==> src/rtl/xreg_file.sv <==
module xreg_file #(
  parameter logic [7:0] CHIP_ID    = 8'h91,
  parameter logic [7:0] KEY_A_OPEN = 8'h48,
  parameter logic [7:0] KEY_B_OPEN = 8'hA5
) (
  input  logic       clk,
  input  logic       rst_n,
  input  logic       idx_we,
  input  logic       data_we,
  input  logic [7:0] wdata,
  output logic [7:0] rdata,
  output logic [5:0] bank_num,
  output logic [2:0] disp_start_hi,
  output logic [9:0] aperture_base,
  output logic       alt_io_sel
);
  localparam logic [7:0] IX_ID    = 8'h30;
  localparam logic [7:0] IX_START = 8'h31;
  localparam logic [7:0] IX_BANK  = 8'h35;
  localparam logic [7:0] IX_KEYA  = 8'h38;
  localparam logic [7:0] IX_KEYB  = 8'h39;
  localparam logic [7:0] IX_MISC  = 8'h43;
  localparam logic [7:0] IX_EXT   = 8'h51;
  localparam logic [7:0] IX_APHI  = 8'h59;
  localparam logic [7:0] IX_APLO  = 8'h5A;

  logic [7:0] idx_q, key_a, key_b;
  logic [7:0] r_start, r_bank, r_misc, r_ext, r_aphi, r_aplo;
  logic       tier_a_open, tier_b_open, ext_open, wr_a;

  assign tier_a_open = (key_a == KEY_A_OPEN);
  assign tier_b_open = (key_b == KEY_B_OPEN);
  assign ext_open    = tier_a_open && tier_b_open;
  assign wr_a        = data_we && tier_a_open;

  always_ff @(posedge clk) begin
    if (!rst_n) begin
      idx_q   <= '0;
      key_a   <= '0;
      key_b   <= '0;
      r_start <= '0;
      r_bank  <= '0;
      r_misc  <= '0;
      r_ext   <= '0;
      r_aphi  <= '0;
      r_aplo  <= '0;
    end else begin
      if (idx_we) idx_q <= wdata;
      if (data_we && idx_q == IX_KEYA) key_a <= wdata;
      if (data_we && idx_q == IX_KEYB) key_b <= wdata;
      if (wr_a && idx_q == IX_START) r_start <= wdata;
      if (wr_a && idx_q == IX_BANK)  r_bank  <= wdata;
      if (wr_a && idx_q == IX_MISC)  r_misc  <= wdata;
      if (wr_a && idx_q == IX_APHI)  r_aphi  <= wdata;
      if (wr_a && idx_q == IX_APLO)  r_aplo  <= wdata;
      if (data_we && ext_open && idx_q == IX_EXT) r_ext <= wdata;
    end
  end

  always_comb begin
    rdata = '0;
    case (idx_q)
      IX_KEYA:  rdata = key_a;
      IX_KEYB:  rdata = key_b;
      IX_ID:    if (tier_a_open) rdata = CHIP_ID;
      IX_START: if (tier_a_open) rdata = r_start;
      IX_BANK:  if (tier_a_open) rdata = r_bank;
      IX_MISC:  if (tier_a_open) rdata = r_misc;
      IX_APHI:  if (tier_a_open) rdata = r_aphi;
      IX_APLO:  if (tier_a_open) rdata = r_aplo;
      IX_EXT:   if (ext_open)    rdata = r_ext;
      default:  rdata = '0;
    endcase
  end

  assign bank_num      = {r_ext[3:2], r_bank[3:0]};
  assign disp_start_hi = {r_ext[0], r_start[5:4]};
  assign aperture_base = {r_aphi[1:0], r_aplo};
  assign alt_io_sel    = r_misc[4];
endmodule


==> config.mk <==
export PLATFORM = sky130hd
export DESIGN_NAME = xreg_file
export DESIGN_NICKNAME = d
export VERILOG_FILES = /design/src/rtl/xreg_file.sv
export SDC_FILE = /design/constraint.sdc
export NUM_CORES = 1
export LEC_CHECK = 0
export BUFFER_PORTS_ARGS = -buffer_cell sky130_fd_sc_hd__buf_4
export CORE_MARGIN = 1.5
export CORE_UTILIZATION = 55
export CTS_BUF_LIST = sky130_fd_sc_hd__clkbuf_8 sky130_fd_sc_hd__clkbuf_16
export DETAILED_ROUTE_END_ITERATION = 8
export PLACE_DENSITY = 0.75
export SLEW_MARGIN = 30
export SYNTH_ARGS = -nofsm -noshare
export SYNTH_HDL_FRONTEND = slang
export SYNTH_SLANG_ARGS = --single-unit
==> constraint.sdc <==
create_clock -name clk -period 2.3 [get_ports clk]
set_input_delay 0.23 -clock clk [delete_from_list [all_inputs] [get_ports clk]]
set_output_delay 0.23 -clock clk [all_outputs]
set_load 0.01 [all_outputs]
==> flow_summary.json, run 1 <==
{
  "status": "complete, but fails checks",
  "violations": "DRC, setup timing",
  "async_reset_ff_share_pct": 0,
  "grt_pass1_wl_um": 15970,
  "place_ws_ns": 0.07986,
  "worstPathRequired_ns": 2.07,
  "clkPwrFrac_pct": 40.3,
  "netlist_instances": 403,
  "switching_power_mw": 0.6096,
  "maxSlewViolCount": 0,
  "cp-end-kind": "output pin",
  "worst_pin_slew_ns": 0.7105,
  "synth_cell_types": 41,
  "ys_ff_latch": 72,
  "antenna_found_initial": 0,
  "drive_gt1_share_pct": 27.85,
  "regToRegEndpoint": "r_ext[5]",
  "final_nets": 445,
  "fmax_ghz": 0.4301,
  "grt_pass1_vias": 3002,
  "crit_fanout": 7,
  "clk_path_buf_depth": 2,
  "grt_max_degree": 81,
  "yosys_warnings": 0,
  "syn_area_um2": 3747,
  "min_to": "r_start[6]",
  "num_rows": 29,
  "grtUsageTotal_pct": 28.28,
  "wl_per_cell_um": 20.04,
  "initial_utilization_pct": 58.02,
  "ys.flop_type": "dfxtp_1",
  "core_um2": 6459,
  "wl_um": 10320,
  "area_growth_pct": 19.60,
  "drc_errors": 1,
  "comb_power_share_pct": 7.7,
  "clock_latency_ns": 0.36,
  "cts_num_sinks": 72,
  "die_w_um": 85.55,
  "p_sw_share_pct": 25.11,
  "hold_path.startpoint": "wdata[6]",
  "worstHoldPathCells": 3,
  "portBuffers": 39,
  "ant_nets": 0,
  "setup_tns_ns": -0.06253,
  "min_path_type": "in2reg",
  "viasPerCell": 6.297,
  "ys_seq_area_share_pct": 38.46,
  "cts-root-buf": "clkbuf_8",
  "fin_skew_ns": 0.01120,
  "finalCriticalPeriod_ns": 2.325,
  "powerDensity_nw_per_um2": 541.7,
  "setup.worst_path.class": "reg2out",
  "cts_tree": "yes",
  "hold_viol_final": 0,
  "path_cells": "or3b_4 -> nor4_4 -> buf_4 -> buf_12 -> a221oi_1 -> o221ai_1 -> buf_4",
  "crit_top_cell": "buf_4",
  "drt_iter0_drc": 345,
  "num-fill-cells": 514,
  "place_congestion": 0.9201,
  "rrSetupSlack_ns": 0.30,
  "final_cell_mix": "dfxtp_1, buf_4, mux2i_1, nand2_1, nor2b_1",
  "vias": 3243,
  "p_int_mw": 1.818,
  "ios": 40,
  "ff2ff_path_depth": 4,
  "cp-start-kind": "register",
  "arrival_ns": 2.10,
  "min_period_over_period_pct": 101.1,
  "syn_area_per_cell_um2": 9.299,
  "h-tree-depth": 3,
  "cp_slowest_cell": "or3b_4",
  "power_mw": 2.428,
  "dr.pass1.iters": 8,
  "slew-limit-headroom_pct": 52.63,
  "synth_edf_count": 0,
  "final_common_cell": "dfxtp_1",
  "cts_hold_buf": 0,
  "clk_pin_slew_ns": 0.08,
  "die_area_um2": 7318,
  "reg2reg_from": "key_a[0]",
  "synth_fp_nets": 415,
  "p_seq_share_pct": 52.0,
  "fin_ws_ns": -0.02515,
  "worst_path_largest_cell_delay_ns": 0.41,
  "cts_made_buffers": 9,
  "dpl.hpwl_um": 6595,
  "num_antenna_cells": 0,
  "power_leakage_nw": 1.568,
  "maxCapViolCount": 0,
  "vdd_ir_drop_max_mv": 0.4749,
  "rsz0062_at_grt": "true",
  "setup_viol": 4,
  "die_h_um": 85.55,
  "gr-total-overflow": 0
}
[power by group through the flow]
| stage | clock network (mW) | logic, mW | registers (mW) |
|---|---|---|---|
| finish | 0.978 | 0.187 | 1.26 |
| global route | 1.04 | 0.196 | 1.26 |
| CTS | 0.988 | 0.173 | 1.26 |
| detailed placement | 0 | 0.162 | 1.29 |
| global placement | 0 | 0.159 | 1.29 |
| floorplan | 0 | 0.103 | 1.29 |
[flip-flops by register name (all words and copies together), names as in the netlist]
name	flops
r_start	8
key_b	8
key_a	8
r_aplo	8
r_ext	8
r_misc	8
r_bank	8
r_aphi	8
idx_q	8
[Yosys cell counts (4+ instances only)]
| cell | count | area [µm²] |
|---|---|---|
| nor4b_1 | 4 | 35.03 |
| clkbuf_1 | 29 | 108.9 |
| a21boi_1 | 24 | 180.2 |
| nand2_1 | 37 | 138.9 |
| nand3b_1 | 17 | 127.6 |
| mux2_2 | 8 | 90.09 |
| dfxtp_1 | 72 | 1441 |
| mux2i_1 | 53 | 530.5 |
| o21ai_1 | 24 | 120.1 |
| nor2b_1 | 25 | 156.4 |
| o221ai_1 | 5 | 43.79 |
| nand4_1 | 13 | 81.33 |
| a211oi_1 | 8 | 60.06 |
| a2111oi_0 | 4 | 35.03 |
| nand3_1 | 23 | 115.1 |
| a221oi_1 | 6 | 52.55 |
| buf_4 | 12 | 90.09 |
[stage by stage]
step                cell area [µm²]  hold WS [ns]  cells  util [%]
global route                   4482        0.1910    515     69.39
CTS                            4372        0.1781    511     67.69
floorplan                      3747        0.3766    403         -
finish                         4482        0.1873    515     69.39
detailed placement             4046        0.4478    490     62.65
global placement               4046        0.4440    490     62.65
[cell families (layout without fill, tap and decap cells)]
family	after synthesis	after routing	synth area share, %
mux	61	61	16.56
flops	72	72	38.46
buf+inv	48	83	6.511
simple gates	147	147	24.61
compound gates	75	75	13.86
[metal layers]
layer / GRT usage (%) / up-vias / share of wire [%]
li1: - / 1525 / -
met4: 12.61 / 0 / 2.4
met2: 43.24 / 134 / 47
met3: 6.256 / 22 / 6.5
met5: 0 / - / 0
met1: 38.40 / 1562 / 44
[repair_timing]
action,CTS,global route
resized for setup,20,16
gates cloned,1,0
buffers inserted,5,4
hold endpoints to repair,0,0
pin swaps,7,8
endpoints found under the setup margin,8,8
[worst max-delay path, delay by kind of cell, from the launching register on]
kind            cells  cell delay [ns]
buf+inv             3             0.47
simple gates        2             0.62
flops               1             0.34
compound gates      2             0.31
[worst max path at each step]
stage                         from        to  slack (ns)  cells past startpoint
final                     idx_q[2]  rdata[4]       -0.03                      7
after global routing      idx_q[2]  rdata[6]       -0.09                      7
after CTS                 idx_q[3]  rdata[3]       -0.07                      6
after detailed placement  idx_q[0]  rdata[0]        0.08                      6
after global placement    idx_q[7]  rdata[7]        0.13                      5
after floorplan           idx_q[0]  rdata[6]        0.26                      7
[layout make-up]
class,count,area [µm²],share of cell area (%)
clock buffer,9,123.9,2.764
timing repair buffer,65,538.0,12.00
tap,77,96.34,2.150
multi-input combinational,283,2202,49.13
inverter,2,7.507,0.1675
clock inverter,7,63.81,1.424
sequential,72,1450,32.36
(Power assumes the default switching activity.)
==> inputs of run 2 (changes only) <==
ABC_AREA = 1   (was not set)
CORE_UTILIZATION = 50   (was 55)
PLACE_DENSITY = 0.7   (was 0.75)
==> run 2 against run 1 <==
  * The flow now finishes without violations
  * Clock-buffer cell count increased by 3
  * Via count increased by 7.6%
  * Register-to-register slack improved by 0.29 ns
  * Global-route usage decreased by 1.8 points
  * Combinational power decreased by 12%
  * Maximum frequency increased by 11%
  * Power increased by 1.9%
  * Synthesized cell count increased by 38%
  * Critical path depth increased by 3
  * First-iteration DRC count decreased by 34%
  * Non-clock buffer count decreased by 19
  * Critical endpoint is now rdata[6]
==> flow_summary.json, run 2 <==
{
  "drc_errors": 0,
  "antenna_found_initial": 0,
  "dp.cells": 664,
  "slew-limit-headroom_pct": 66.88,
  "cts-root-buf": "clkbuf_8",
  "wl_um": 9934,
  "fin_skew_ns": 0.01070,
  "min_period_over_period_pct": 90.68,
  "grt_pass1_vias": 2959,
  "initial_utilization_pct": 51.23,
  "rsz0062_at_grt": "false",
  "drive_gt1_share_pct": 18.26,
  "maxSlewViolCount": 0,
  "final_cell_mix": "nor2_1, nand2_1, dfxtp_1, o21ai_0, buf_4",
  "setup_tns_ns": 0,
  "synth_fp_nets": 569,
  "ios": 40,
  "yosysTopAreaCellShare_pct": 39.00,
  "yosys_warnings": 0,
  "worst-path-buf-inv": 2,
  "finalCriticalPeriod_ns": 2.086,
  "die_w_um": 88.98,
  "ys.flop_type": "dfxtp_1",
  "syn_area_per_cell_um2": 6.636,
  "cts_hold_buf": 0,
  "ff2ff_path_depth": 8,
  "worstPathRequired_ns": 2.07,
  "crit_cells": 10,
  "ys_seq_area_share_pct": 39.00,
  "cts_num_sinks": 72,
  "hold_viol_final": 0,
  "clk_pin_slew_ns": 0.08,
  "hold_path.startpoint": "wdata[3]",
  "num_antenna_cells": 0,
  "grt_pass1_wl_um": 15170,
  "portBuffers": 39,
  "clk_path_buf_depth": 2,
  "cp-start-kind": "register",
  "utilization_pct": 57.84,
  "core_um2": 7214,
  "worstHoldPathCells": 3,
  "gr-total-overflow": 0,
  "ys_ff_latch": 72,
  "ant_nets": 0,
  "crit_family": "simple AND/OR/NAND/NOR gates",
  "cp-end-kind": "output pin",
  "crit_top_cell": "nand2_1",
  "h-tree-depth": 3,
  "drt_iter0_drc": 227,
  "num_rows": 31,
  "clock_latency_ns": 0.35,
  "viasPerCell": 5.096,
  "synth_most_common_cell": "nor2_1",
  "yosys.area.top_type": "dfxtp_1",
  "grt_max_degree": 60,
  "reg2reg_from": "idx_q[2]",
  "powerDensity_nw_per_um2": 592.7,
  "dr.pass1.iters": 4,
  "worst_path_largest_cell_delay_ns": 0.33,
  "arrival_ns": 1.86,
  "setup.worst_path.class": "reg2out",
  "grtUsageTotal_pct": 26.45,
  "maxCapViolCount": 0,
  "cts_tree": "yes",
  "worst_pin_slew_ns": 0.4968,
  "setup_viol": 0,
  "netlist_instances": 557,
  "vias": 3491,
  "cp_slowest_cell": "dfxtp_1",
  "die_area_um2": 7917,
  "synthTopCellsByArea": "dfxtp_1, nor2_1, nand2_1",
  "syn_area_um2": 3696,
  "synth_edf_count": 0,
  "instances_no_fill": 685,
  "place_congestion": 0.9659,
  "power_leakage_nw": 1.841,
  "dpl.hpwl_um": 6754,
  "cts_made_buffers": 9,
  "fmax_ghz": 0.4795,
  "final_common_cell": "nor2_1",
  "synth_common_cells": "nor2_1, nand2_1, dfxtp_1",
  "synth_cell_types": 25,
  "min_path_type": "in2reg",
  "cp-startpoint": "idx_q[1]",
  "async_reset_ff_share_pct": 0,
  "status": "complete, no violations",
  "die_h_um": 88.98,
  "final_nets": 594,
  "area_growth_pct": 12.90,
  "path_cells": "inv_1 -> nand2_4 -> nor2_8 -> nand2_1 -> nor2_1 -> nor2_1 -> nand2_1 -> nand2_1 -> nand2_1 -> buf_4",
  "vdd_ir_drop_max_mv": 0.3916,
  "power_mw": 2.473,
  "crit_fanout": 17,
  "wl_per_cell_um": 14.50
}
-- run 2: cell count changes after synthesis, sizes merged, moves of 11 or more --
cell / change
o21ai: +33
nand3b: -17
nor2: +137
nor2b: -25
mux2i: -53
a21boi: -24
inv: +54
clkbuf: -17
nand3: +27
nand2: +84
a21oi: +24
nand4: -11
-- run 2: repair_timing --
action	4_1_cts	5_1_grt
endpoints found under the hold margin	0	0
resized for setup	0	1
setup endpoints to repair	0	8
setup buffers	0	5
-- run 2: stage by stage --
step | area [µm²] | hold slack [ns] | setup WS [ns]
after CTS | 4124 | 0.1997 | 0.1071
after global placement | 3919 | 0.4474 | 0.5275
final | 4173 | 0.2125 | 0.2144
after global routing | 4173 | 0.2150 | 0.005165
after floorplan | 3696 | 0.3649 | 0.7981
after detailed placement | 3919 | 0.4594 | 0.4970
-- run 2: cell type report --
| type | count | area (µm²) |
|---|---|---|
| well taps | 99 | 123.9 |
| multi-input cells | 397 | 1847 |
| flip-flops and latches | 72 | 1441 |
| repair buffers | 46 | 345.3 |
| clock buffers | 12 | 165.2 |
| inverters | 56 | 210.2 |
| clock inverters | 3 | 40.04 |
| fillers | 736 | 3042 |
-- run 2: path summary, 6_finish.rpt --
kind	end	slack, ns
setup / recovery	rdata[6]	0.21
hold / removal	key_a[3]	0.21
setup reg to reg	key_b[3]	0.59
hold reg to reg	idx_q[7]	0.47
-- run 2: worst min-delay path, delay by kind of cell --
kind                   cells  cell delay (ns)
buffers and inverters      1             0.16
AND/OR/NAND/NOR            1             0.08
AO/OA/AOI/OAI              1             0.05
-- run 2: power by group --
group | leakage [nW] | switching, mW | internal (mW) | total [mW]
Combinational | 1.15 | 0.122 | 0.0417 | 0.164
Sequential | 0.582 | 0.00759 | 1.26 | 1.26
Clock | 0.108 | 0.466 | 0.580 | 1.05
Total | 1.84 | 0.595 | 1.88 | 2.47
-- run 2: per-layer routing --
layer / part of all wire [%] / up-vias / track usage (%)
met4: 2.5 / 0 / 11.19
met2: 45 / 107 / 41.67
met5: 0 / - / 0
li1: - / 1787 / -
met3: 5.9 / 22 / 4.986
met1: 46 / 1575 / 35.68
-- run 2: logic make-up (layout without fill, tap and decap cells) --
logic type      count (synthesis)  count (layout)  share of synthesized area, %
simple gates                  314             315                         38.56
buf+inv                        89             117                         11.34
compound gates                 82              82                         11.10
flops                          72              72                         39.00
